<file path="src/rtl/sr_gate_pkg.sv">
package sr_gate_pkg;

   // Classified sync event, bit 0 = negative edge, bit 1 = positive edge
   typedef enum logic [1:0] {
      EV_NONE = 2'b00,
      EV_NEG  = 2'b01,
      EV_POS  = 2'b10,
      EV_BOTH = 2'b11
   } sync_ev_e;

   localparam int FLAG_NEG = 0;
   localparam int FLAG_POS = 1;
   localparam int N_FLAGS  = 2;

endpackage

</file>
<file path="src/rtl/sr_rise_det.sv">
module sr_rise_det #(
   parameter int N = 2
) (
   input  logic         clk,
   input  logic         rst_n,
   input  logic [N-1:0] lvl_i,
   output logic [N-1:0] rise_o
);

   logic [N-1:0] prev_q;

   for (genvar g = 0; g < N; g++) begin : g_bit
      always_ff @(posedge clk or negedge rst_n) begin
         if (!rst_n) prev_q[g] <= 1'b0;
         else        prev_q[g] <= lvl_i[g];
      end
      assign rise_o[g] = lvl_i[g] & ~prev_q[g];

      // a held level yields no second event
      p_single_evt_r13: assert property (@(posedge clk) disable iff (!rst_n)
         rise_o[g] && lvl_i[g] |=> !rise_o[g]);
   end

endmodule

</file>
<file path="src/rtl/sr_watchdog.sv">
module sr_watchdog #(
   parameter int TMO_W   = 12,
   parameter int RST_LEN = 10
) (
   input  logic             clk,
   input  logic             rst_n,
   input  logic             en_i,
   input  logic [TMO_W-1:0] tmo_i,
   input  logic             neg_i,
   input  logic             pos_i,
   output logic             expired_o
);

   localparam int RW = $clog2(RST_LEN + 1);

   logic             armed_q;
   logic [RW-1:0]    rst_left_q;
   logic [TMO_W-1:0] cnt_q;
   logic             tout_q;
   logic             restart;

   assign restart = neg_i & armed_q;

   always_ff @(posedge clk or negedge rst_n) begin
      if (!rst_n) begin
         armed_q    <= 1'b1;
         rst_left_q <= '0;
         cnt_q      <= '0;
         tout_q     <= 1'b0;
      end else begin
         if (pos_i)      armed_q <= 1'b1;
         else if (neg_i) armed_q <= 1'b0;

         if (!en_i) begin
            cnt_q      <= '0;
            tout_q     <= 1'b0;
            rst_left_q <= '0;
         end else if (restart) begin
            rst_left_q <= RW'(RST_LEN);
            cnt_q      <= '0;
            tout_q     <= 1'b0;
         end else if (pos_i && tout_q) begin
            cnt_q  <= '0;
            tout_q <= 1'b0;
         end else if (rst_left_q != '0) begin
            rst_left_q <= rst_left_q - RW'(1);
            cnt_q      <= '0;
         end else if (!tout_q) begin
            if (cnt_q == tmo_i - TMO_W'(1)) tout_q <= 1'b1;
            else                            cnt_q  <= cnt_q + TMO_W'(1);
         end
      end
   end

   assign expired_o = tout_q;

   // an unpaired negative edge leaves the restart pulse idle
   p_reject_r5: assert property (@(posedge clk) disable iff (!rst_n)
      en_i && neg_i && !armed_q && rst_left_q == '0 |=> rst_left_q == '0);

   // disabled watchdog never reports expiry
   p_disabled_r7: assert property (@(posedge clk) disable iff (!rst_n)
      !en_i |=> !expired_o);

   // no expiry while the restart pulse is running
   p_hold_r4: assert property (@(posedge clk) disable iff (!rst_n)
      en_i && rst_left_q != '0 |=> !expired_o);

   // expiry persists until a positive edge or accepted restart
   p_sticky_r6: assert property (@(posedge clk) disable iff (!rst_n)
      en_i && expired_o && !pos_i && !neg_i |=> expired_o);

endmodule

</file>
<file path="src/rtl/sr_rev_blank.sv">
module sr_rev_blank #(
   parameter int BLK_W = 6
) (
   input  logic             clk,
   input  logic             rst_n,
   input  logic             rise_i,
   input  logic             on_i,
   input  logic             rev_i,
   input  logic [BLK_W-1:0] blank_i,
   output logic             trip_o
);

   logic [BLK_W-1:0] bcnt_q;
   logic             open_w;

   assign open_w = (bcnt_q >= blank_i);

   always_ff @(posedge clk or negedge rst_n) begin
      if (!rst_n)                    bcnt_q <= '0;
      else if (rise_i)               bcnt_q <= '0;
      else if (on_i && !open_w)      bcnt_q <= bcnt_q + BLK_W'(1);
   end

   assign trip_o = on_i & ~rise_i & rev_i & open_w;

   // the window restarts at every positive edge
   p_window_restart_r8: assert property (@(posedge clk) disable iff (!rst_n)
      rise_i |=> bcnt_q == '0);

endmodule

</file>
<file path="src/rtl/sr_gate_seq.sv">
module sr_gate_seq
   import sr_gate_pkg::*;
#(
   parameter int TMO_W   = 12,
   parameter int BLK_W   = 6,
   parameter int RST_LEN = 10
) (
   input  logic             clk,
   input  logic             rst_n,
   input  logic             neg_flag_i,
   input  logic             pos_flag_i,
   input  logic             rev_flag_i,
   input  logic             uv_flag_i,
   input  logic             tmo_en_i,
   input  logic [TMO_W-1:0] tmo_cycles_i,
   input  logic [BLK_W-1:0] blank_cycles_i,
   output logic             fwd_gate_o,
   output logic             catch_gate_o
);

   if (TMO_W < 2) begin : g_bad_tmo
      $error("sr_gate_seq: TMO_W must be at least 2");
   end
   if (BLK_W < 1) begin : g_bad_blk
      $error("sr_gate_seq: BLK_W must be at least 1");
   end
   if (RST_LEN < 1) begin : g_bad_rst
      $error("sr_gate_seq: RST_LEN must be at least 1");
   end

   logic [N_FLAGS-1:0] lvl, rise;
   sync_ev_e           ev;
   logic               neg_ok, pos_ok;
   logic               expired, trip, masked;
   logic               fwd_q, catch_q;

   assign lvl[FLAG_NEG] = neg_flag_i;
   assign lvl[FLAG_POS] = pos_flag_i;

   sr_rise_det #(.N(N_FLAGS)) i_rise (
      .clk    (clk),
      .rst_n  (rst_n),
      .lvl_i  (lvl),
      .rise_o (rise)
   );

   assign ev     = sync_ev_e'(rise);
   assign neg_ok = (ev == EV_NEG);
   assign pos_ok = (ev == EV_POS);

   sr_watchdog #(.TMO_W(TMO_W), .RST_LEN(RST_LEN)) i_wdog (
      .clk       (clk),
      .rst_n     (rst_n),
      .en_i      (tmo_en_i),
      .tmo_i     (tmo_cycles_i),
      .neg_i     (neg_ok),
      .pos_i     (pos_ok),
      .expired_o (expired)
   );

   sr_rev_blank #(.BLK_W(BLK_W)) i_blank (
      .clk     (clk),
      .rst_n   (rst_n),
      .rise_i  (pos_ok),
      .on_i    (catch_q),
      .rev_i   (rev_flag_i),
      .blank_i (blank_cycles_i),
      .trip_o  (trip)
   );

   always_ff @(posedge clk or negedge rst_n) begin
      if (!rst_n) begin
         fwd_q   <= 1'b0;
         catch_q <= 1'b0;
      end else begin
         unique case (ev)
            EV_NEG: begin
               fwd_q   <= 1'b1;
               catch_q <= 1'b0;
            end
            EV_POS: begin
               fwd_q   <= 1'b0;
               catch_q <= 1'b1;
            end
            default: begin
               if (trip) catch_q <= 1'b0;
            end
         endcase
      end
   end

   assign masked       = uv_flag_i | expired;
   assign fwd_gate_o   = fwd_q   & ~masked;
   assign catch_gate_o = catch_q & ~masked;

   // gates mutually exclusive
   p_excl_r10: assert property (@(posedge clk) disable iff (!rst_n)
      !(fwd_gate_o && catch_gate_o));

   // undervoltage masks both outputs
   p_uv_mask_r9: assert property (@(posedge clk) disable iff (!rst_n)
      uv_flag_i |-> !fwd_gate_o && !catch_gate_o);

   // lone negative edge hands conduction to the forward gate
   p_neg_map_r1: assert property (@(posedge clk) disable iff (!rst_n)
      neg_flag_i && !$past(neg_flag_i) && !(pos_flag_i && !$past(pos_flag_i))
      |=> fwd_q && !catch_q);

   // lone positive edge hands conduction to the catch gate
   p_pos_map_r2: assert property (@(posedge clk) disable iff (!rst_n)
      pos_flag_i && !$past(pos_flag_i) && !(neg_flag_i && !$past(neg_flag_i))
      |=> catch_q && !fwd_q);

   // once off, the catch gate returns only on a positive edge
   p_catch_relight_r8: assert property (@(posedge clk) disable iff (!rst_n)
      !catch_q && !pos_ok |=> !catch_q);

   // simultaneous edges leave the gate state untouched
   p_both_ignored_r12: assert property (@(posedge clk) disable iff (!rst_n)
      ev == EV_BOTH && !trip |=> $stable(fwd_q) && $stable(catch_q));

endmodule

</file>
<file path="config.mk">
export PLATFORM = sky130hd
export DESIGN_NAME = sr_gate_seq
export DESIGN_NICKNAME = d
export VERILOG_FILES = /design/src/rtl/sr_gate_pkg.sv /design/src/rtl/sr_rise_det.sv /design/src/rtl/sr_watchdog.sv /design/src/rtl/sr_rev_blank.sv /design/src/rtl/sr_gate_seq.sv
export SDC_FILE = /design/constraint.sdc
export NUM_CORES = 1
export LEC_CHECK = 0
export ABC_CLOCK_PERIOD_IN_PS = 2400
export CORE_MARGIN = 3
export CORE_UTILIZATION = 57
export CTS_BUF_LIST = sky130_fd_sc_hd__clkbuf_8
export DETAILED_ROUTE_END_ITERATION = 8
export GPL_TIMING_DRIVEN = 0
export PLACE_DENSITY = 0.83
export SLEW_MARGIN = 25
export SYNTH_ARGS = -nofsm -noshare
export SYNTH_HDL_FRONTEND = slang
export SYNTH_SLANG_ARGS = --single-unit
export TNS_END_PERCENT = 5
</file>
<file path="constraint.sdc">
create_clock -name clk -period 2.4 [get_ports clk]
set_input_delay 0.48 -clock clk [delete_from_list [all_inputs] [get_ports clk]]
set_output_delay 0.48 -clock clk [all_outputs]
set_load 0.05 [all_outputs]
</file>
==> flow_metrics.tcl, run 1 <==
set metrics [dict create \
    status "completed" \
    yosys_warnings 0 \
    syn_to_final_growth_pct 28.3 \
    synthesis.nets 270 \
    drive_gt1_share_pct 25.1 \
    yosysUniqueCellTypes 46 \
    dpl_cell_area_um2 2370 \
    drtIter0Drc 60 \
    arrival_ns 2.54 \
    drcViolationCount 0 \
    wl_per_cell_um 14.3 \
    setup_tns_ns 0 \
    ioPinCount 27 \
    start_util_pct 60.6 \
    grt_pass1_wl_mm 7.04 \
    syn_avg_cell_area_um2 8.81 \
    grt_antenna_before_repair 0 \
    synth_enable_flop_cells 0 \
    fp.dieW_um 66.0 \
    design_area_um2 2630 \
    rsz0062_at_grt "yes" \
    synthMuxAreaShare_pct 1.52 \
    min_period_ns 2.34 \
    clock-sinks 28 \
    syn_area_um2 2050 \
    die-area_um2 4360 \
    synth-adder-area-share_pct 7.31 \
    setup.worst_path.class "in -> reg" \
    crit_chain "buf_6 -> inv_4 -> ha_4 -> nor4b_4 -> buf_4 -> buf_4 -> and3_2 -> a31oi_1 -> a31oi_1 -> o221a_4 -> buf_6 -> or3_4 -> a21oi_2" \
    fin_crit_sh_pct 97.7 \
    cts_tree "yes" \
    grt-ovfl-total 0 \
    hold_viol_final 0 \
    maxSlewViolCount 0 \
    critPathMaxFanout 8 \
    dpl.hpwl_mm 3.00 \
    crit_slowest_cell "or3_4" \
    viasPerCell 5.79 \
    tightest_slew_ns 0.692 \
    numCtsBuffers 3 \
    via_count 1835 \
    rows 21 \
    skew_ns 0.00786 \
    synth_xor_area_share_pct 8.96 \
    synth-simple-area-share_pct 28.0 \
    portBuffers 26 \
    wirelength_mm 4.53 \
    synth_ff_type "dfrtp_1" \
    yosysMostFrequentCell "dfrtp_1" \
    hp-class "in -> async" \
    fin_util_pct 77.7 \
    path_clk_slew_ns 0.10 \
    ant_nets 0 \
    vdd_ir_drop_max_v 0.000488 \
    ys_ff_latch 28 \
    start_kind "input port" \
    synth_top_family_by_area "simple AND/OR/NAND/NOR gates" \
    ys_top_cells_by_count "dfrtp_1, nand2_1, nor2_1, a21oi_1, inv_1" \
    worstPathRequired_ns 2.59 \
    clk_latency_ns 0.27 \
    synth_compound_area_share_pct 15.4 \
    whs_ns 0.210 \
    finalNetCount 309 \
    cp-end-kind "flip-flop" \
    async_reset_ff_share_pct 100 \
    yosys-top-cells-area "dfrtp_1, ha_1, xnor2_1" \
    drv_cap 0 \
    h-tree-depth 1 \
    p_per_area_nw_per_um2 560 \
    relSlewSlack_pct 53.9 \
    root_buffer "clkbuf_8" \
    gp_congestion 0.791 \
    synth_top_area_share_pct 32.9 \
    track_usage_pct 19.9 \
    max_freq_ghz 0.426 \
    cellLeakagePower_nw 1.18 \
    reg2regPathDepth 9 \
    synth_area_leader_cell "dfrtp_1" \
    grt_max_degree 29 \
    grt_pass1_vias 1733 \
    report.final.setup_viol 0 \
    seq_area_frac_synth_pct 34.2 \
    dieHeight_um 66.0 \
    clock_path_buffers 2 \
    dr.pass1.iters 7 \
    diodes 0 \
    coreArea_um2 3390 \
    syn_inst 233 \
    max_stage_delay_ns 0.36 \
]
-- per-layer routing --
metal	track usage (%)	part of all wire [%]	up-vias
li1	-	-	909
met1	24.5	44	878
met2	37.3	52	40
met3	1.87	2.6	8
met4	4.31	0.66	0
met5	0	0	-
-- critical path, delay by kind of cell --
| kind | cells | cell delay [ns] |
|---|---|---|
| AO/OA/AOI/OAI | 4 | 0.69 |
| adder cells (fa/ha/maj) | 1 | 0.15 |
| buffers and inverters | 5 | 0.56 |
| AND/OR/NAND/NOR | 3 | 0.65 |
-- layout make-up --
cell class / count / area [um2]
multi-input combinational: 185 / 1420
fill: 239 / 756
sequential: 28 / 704
timing repair buffer: 35 / 310
tap: 46 / 57.6
clock buffer: 4 / 55.1
inverter: 13 / 51.3
buffer: 6 / 40.0
-- cell usage in the layout (no fill, tap or decap), drive strengths merged, types with 6 or more instances in the layout --
cell           count
ha                12
nand4              6
nand2b             6
dfrtp             27
or3               11
xnor2             12
dlygate4sd2        7
buf               16
xor2               9
nand2             20
nor2              20
o21ai             11
clkbuf             9
inv               13
nand3              9
a21oi             17
clkdlybuf4s50     11
-- flip-flops by register name, indices dropped and copies added, names as in the netlist --
| signal | cells |
|---|---|
| catch_q | 1 |
| fwd_q | 1 |
| i_blank.bcnt_q | 6 |
| i_rise.prev_q | 2 |
| i_wdog.armed_q | 1 |
| i_wdog.cnt_q | 12 |
| i_wdog.expired_o | 1 |
| i_wdog.rst_left_q | 4 |
-- power by group --
part           leakage, nW  internal [W]  switching, W
Combinational        0.784      0.000262      0.000304
Sequential           0.364      0.000551     0.0000708
Clock               0.0288      0.000147      0.000141
Total                 1.18      0.000960      0.000516
-- kinds of logic (layout without fill, tap and decap cells) --
| logic type | count (synthesis) | in the layout |
|---|---|---|
| XOR/XNOR | 21 | 21 |
| AO/OA/AOI/OAI | 48 | 48 |
| adder cells (fa/ha/maj) | 12 | 12 |
| multiplexers | 3 | 3 |
| buffers and inverters | 20 | 58 |
| AND/OR/NAND/NOR | 101 | 101 |
| flip-flops | 28 | 28 |
-- timing repair --
action | CTS | global route
pin swaps | 2 | 23
gates cloned | 0 | 2
setup endpoints to repair | 15 | 13
hold buffers | 0 | 0
gates resized for setup | 29 | 46
buffers inserted | 3 | 5
-- worst paths after layout --
| path | startpoint | slack (ns) | to |
|---|---|---|---|
| max | tmo_cycles_i[0] | 0.06 | i_wdog.cnt_q[10] |
| min | rst_n | 0.21 | i_wdog.rst_left_q[3] |
| max in group asynchronous | rst_n | 1.74 | i_wdog.cnt_q[9] |
| min in group clk | fwd_q | 0.49 | fwd_q |
| max reg2reg | i_wdog.cnt_q[2] | 0.10 | i_wdog.cnt_q[6] |
| min reg2reg | fwd_q | 0.49 | fwd_q |
-- metrics by stage --
| stage | total power [W] | setup slack [ns] | instances |
|---|---|---|---|
| finish | 0.00148 | 0.0552 | 317 |
| global route | 0.00158 | -0.0303 | 317 |
| CTS | 0.00145 | -0.00543 | 312 |
| detailed placement | 0.00116 | -0.811 | 305 |
| global placement | 0.00115 | -0.736 | 305 |
| floorplan | 0.00101 | 0.0227 | 233 |
No activity file was read; power rests on OpenSTA's default activity.
==> run 2: changes to the inputs <==
--- a/config.mk
+++ b/config.mk
@@ -10,7 +10,6 @@
 export CORE_UTILIZATION = 57
 export CTS_BUF_LIST = sky130_fd_sc_hd__clkbuf_8
 export DETAILED_ROUTE_END_ITERATION = 8
-export GPL_TIMING_DRIVEN = 0
 export PLACE_DENSITY = 0.83
 export SLEW_MARGIN = 25
 export SYNTH_ARGS = -nofsm -noshare
==> run 2 against run 1 <==
Sequential power barely moved. Highest routed layer unchanged. Global-route usage rose by 2.7 points. First-iteration DRC count rose by 22%. Die area did not move. Largest power group unchanged. Combinational power rose by 5.3%.
==> flow_metrics.tcl, run 2 (same netlist as run 1, synthesis figures left out) <==
set metrics [dict create \
    dpl.hpwl_mm 3.27 \
    h-tree-depth 1 \
    relSlewSlack_pct 72.5 \
    cellLeakagePower_nw 1.27 \
    hp-class "reg -> reg" \
    syn_to_final_growth_pct 36.9 \
    dieHeight_um 66.0 \
    status "completed" \
    power.net_switching_w 0.000514 \
    grt_max_degree 29 \
    path_clk_slew_ns 0.09 \
    track_usage_pct 22.6 \
    largest_reg_flops 12 \
    use_met2_pct 42.7 \
    critPathMaxFanout 6 \
    coreArea_um2 3390 \
    regMostFlops "i_wdog.cnt_q" \
    wl_per_cell_um 14.4 \
    swShare_pct 34.9 \
    start_util_pct 60.6 \
    viasPerCell 5.65 \
    rsz0062_at_grt "yes" \
    reg2regPathDepth 10 \
    fillers 217 \
    internal-power_w 0.000958 \
    hold_end "fwd_q" \
    numCtsBuffers 3 \
    tightest_slew_ns 0.411 \
    gp_congestion 0.773 \
    fin_util_pct 82.9 \
    cp-end-kind "flip-flop" \
    dr.pass1.iters 4 \
    clock-sinks 28 \
    min_delay_path_depth 2 \
    min_period_ns 2.37 \
    grt_pass1_wl_mm 7.87 \
    fin_crit_sh_pct 98.7 \
    ant_nets 0 \
    r2r-end "i_wdog.cnt_q[4]" \
    skew_ns 0.00690 \
    p_clk_share_pct 17.1 \
    grt-ovfl-total 0 \
    cts_tree "yes" \
    fin_cells 336 \
    start_kind "input port" \
    seq_area_um2 702 \
    via_count 1900 \
    power.share.combinational_pct 40.6 \
    reg_top3 "i_wdog.cnt_q x12, i_blank.bcnt_q x6, i_wdog.rst_left_q x4" \
    ioPinCount 27 \
    diodes 0 \
    finalNetCount 328 \
    hold_viol_final 0 \
    worstPathRequired_ns 2.61 \
    drv_cap 0 \
    drive_gt1_share_pct 27.2 \
    fp.dieW_um 66.0 \
    max_freq_ghz 0.422 \
    clock_path_buffers 2 \
    most-common-layout-cells "buf_4, dfrtp_1, nand2_1" \
    seq_power_share_pct 42.3 \
    r2r_start "i_wdog.cnt_q[11]" \
    arrival_ns 2.57 \
    grt_pass1_vias 1910 \
    drcViolationCount 0 \
    grtUsageMet1_pct 26.4 \
    rrSetupSlack_ns 0.06 \
    setup.worst_path.class "in -> reg" \
    place_inst 322 \
    global_route.peak_usage_layer "met2" \
    rows 21 \
    wirelength_mm 4.84 \
    root_buffer "clkbuf_8" \
    drtIter0Drc 73 \
    hp-start "fwd_q" \
    multi_input_area_um2 1400 \
    maxSlewViolCount 0 \
    final_common_cell "buf_4" \
    portBuffers 26 \
    vdd_ir_drop_max_v 0.000512 \
    die-area_um2 4360 \
    report.final.setup_viol 0 \
    clk_latency_ns 0.27 \
    grt_antenna_before_repair 0 \
    p_per_area_nw_per_um2 524 \
    grt_use_met3_pct 1.53 \
]
## run 2: worst max path at each step
stage / cells after the start / end / slack, ns / startpoint
floorplan: 9 / i_wdog.cnt_q[9] / 0.02 / tmo_cycles_i[1]
global placement: 10 / i_wdog.cnt_q[7] / -0.47 / tmo_cycles_i[1]
detailed placement: 11 / i_wdog.cnt_q[4] / -0.58 / tmo_cycles_i[1]
CTS: 9 / i_wdog.cnt_q[11] / -0.0004 / tmo_cycles_i[3]
global route: 11 / i_wdog.cnt_q[4] / -0.05 / tmo_cycles_i[9]
finish: 11 / i_wdog.cnt_q[11] / 0.03 / tmo_cycles_i[1]
## run 2: per-layer routing
| layer | vias to the layer above | routed length, um |
|---|---|---|
| met5 | - | 0 |
| met1 | 908 | 2030 |
| met4 | 0 | 106 |
| li1 | 945 | - |
| met2 | 39 | 2570 |
| met3 | 8 | 130 |
## run 2: power groups by stage
stage | sequential (W) | combinational [W] | clock (W)
floorplan | 0.000611 | 0.000402 | 0
global placement | 0.000628 | 0.000558 | 0
detailed placement | 0.000631 | 0.000580 | 0
CTS | 0.000622 | 0.000591 | 0.000257
global route | 0.000638 | 0.000675 | 0.000274
finish | 0.000623 | 0.000597 | 0.000252
## run 2: worst max-delay path: stages
cell     delay (ns)
buf_6          0.10
inv_4          0.05
ha_4           0.12
nor4b_4        0.31
nand2_1        0.15
a31oi_1        0.22
a31oi_1        0.13
o221a_4        0.25
buf_12         0.13
or4_4          0.50
a21oi_2        0.13
## run 2: metrics by stage
stage	total power [W]	setup WS [ns]	setup TNS (ns)	hold slack (ns)	area [um2]
after floorplan	0.00101	0.0227	0	0.184	2060
after global placement	0.00119	-0.470	-5.69	0.468	2540
after detailed placement	0.00121	-0.582	-6.82	0.493	2540
after CTS	0.00147	-0.000425	-0.000425	0.514	2690
after global routing	0.00159	-0.0537	-0.264	0.555	2810
final	0.00147	0.0319	0	0.513	2810
## run 2: cell type report
type                            instances  area share (%)
Inverter                               13            1.91
Clock inverter                          1           0.134
Tap cell                               46            2.05
Sequential cell                        28            25.0
Clock buffer                            3            1.47
Timing Repair Buffer                   60            19.6
Multi-Input combinational cell        185            49.9
## run 2: timing repair
| item | 4_1_cts | 5_1_grt |
|---|---|---|
| hold buffers | 0 | 0 |
| endpoints found under the setup margin | 13 | 13 |
| endpoints found under the hold margin | 0 | 0 |
| pin swaps | 21 | 20 |
| gates resized for setup | 29 | 37 |
| buffers inserted | 6 | 4 |
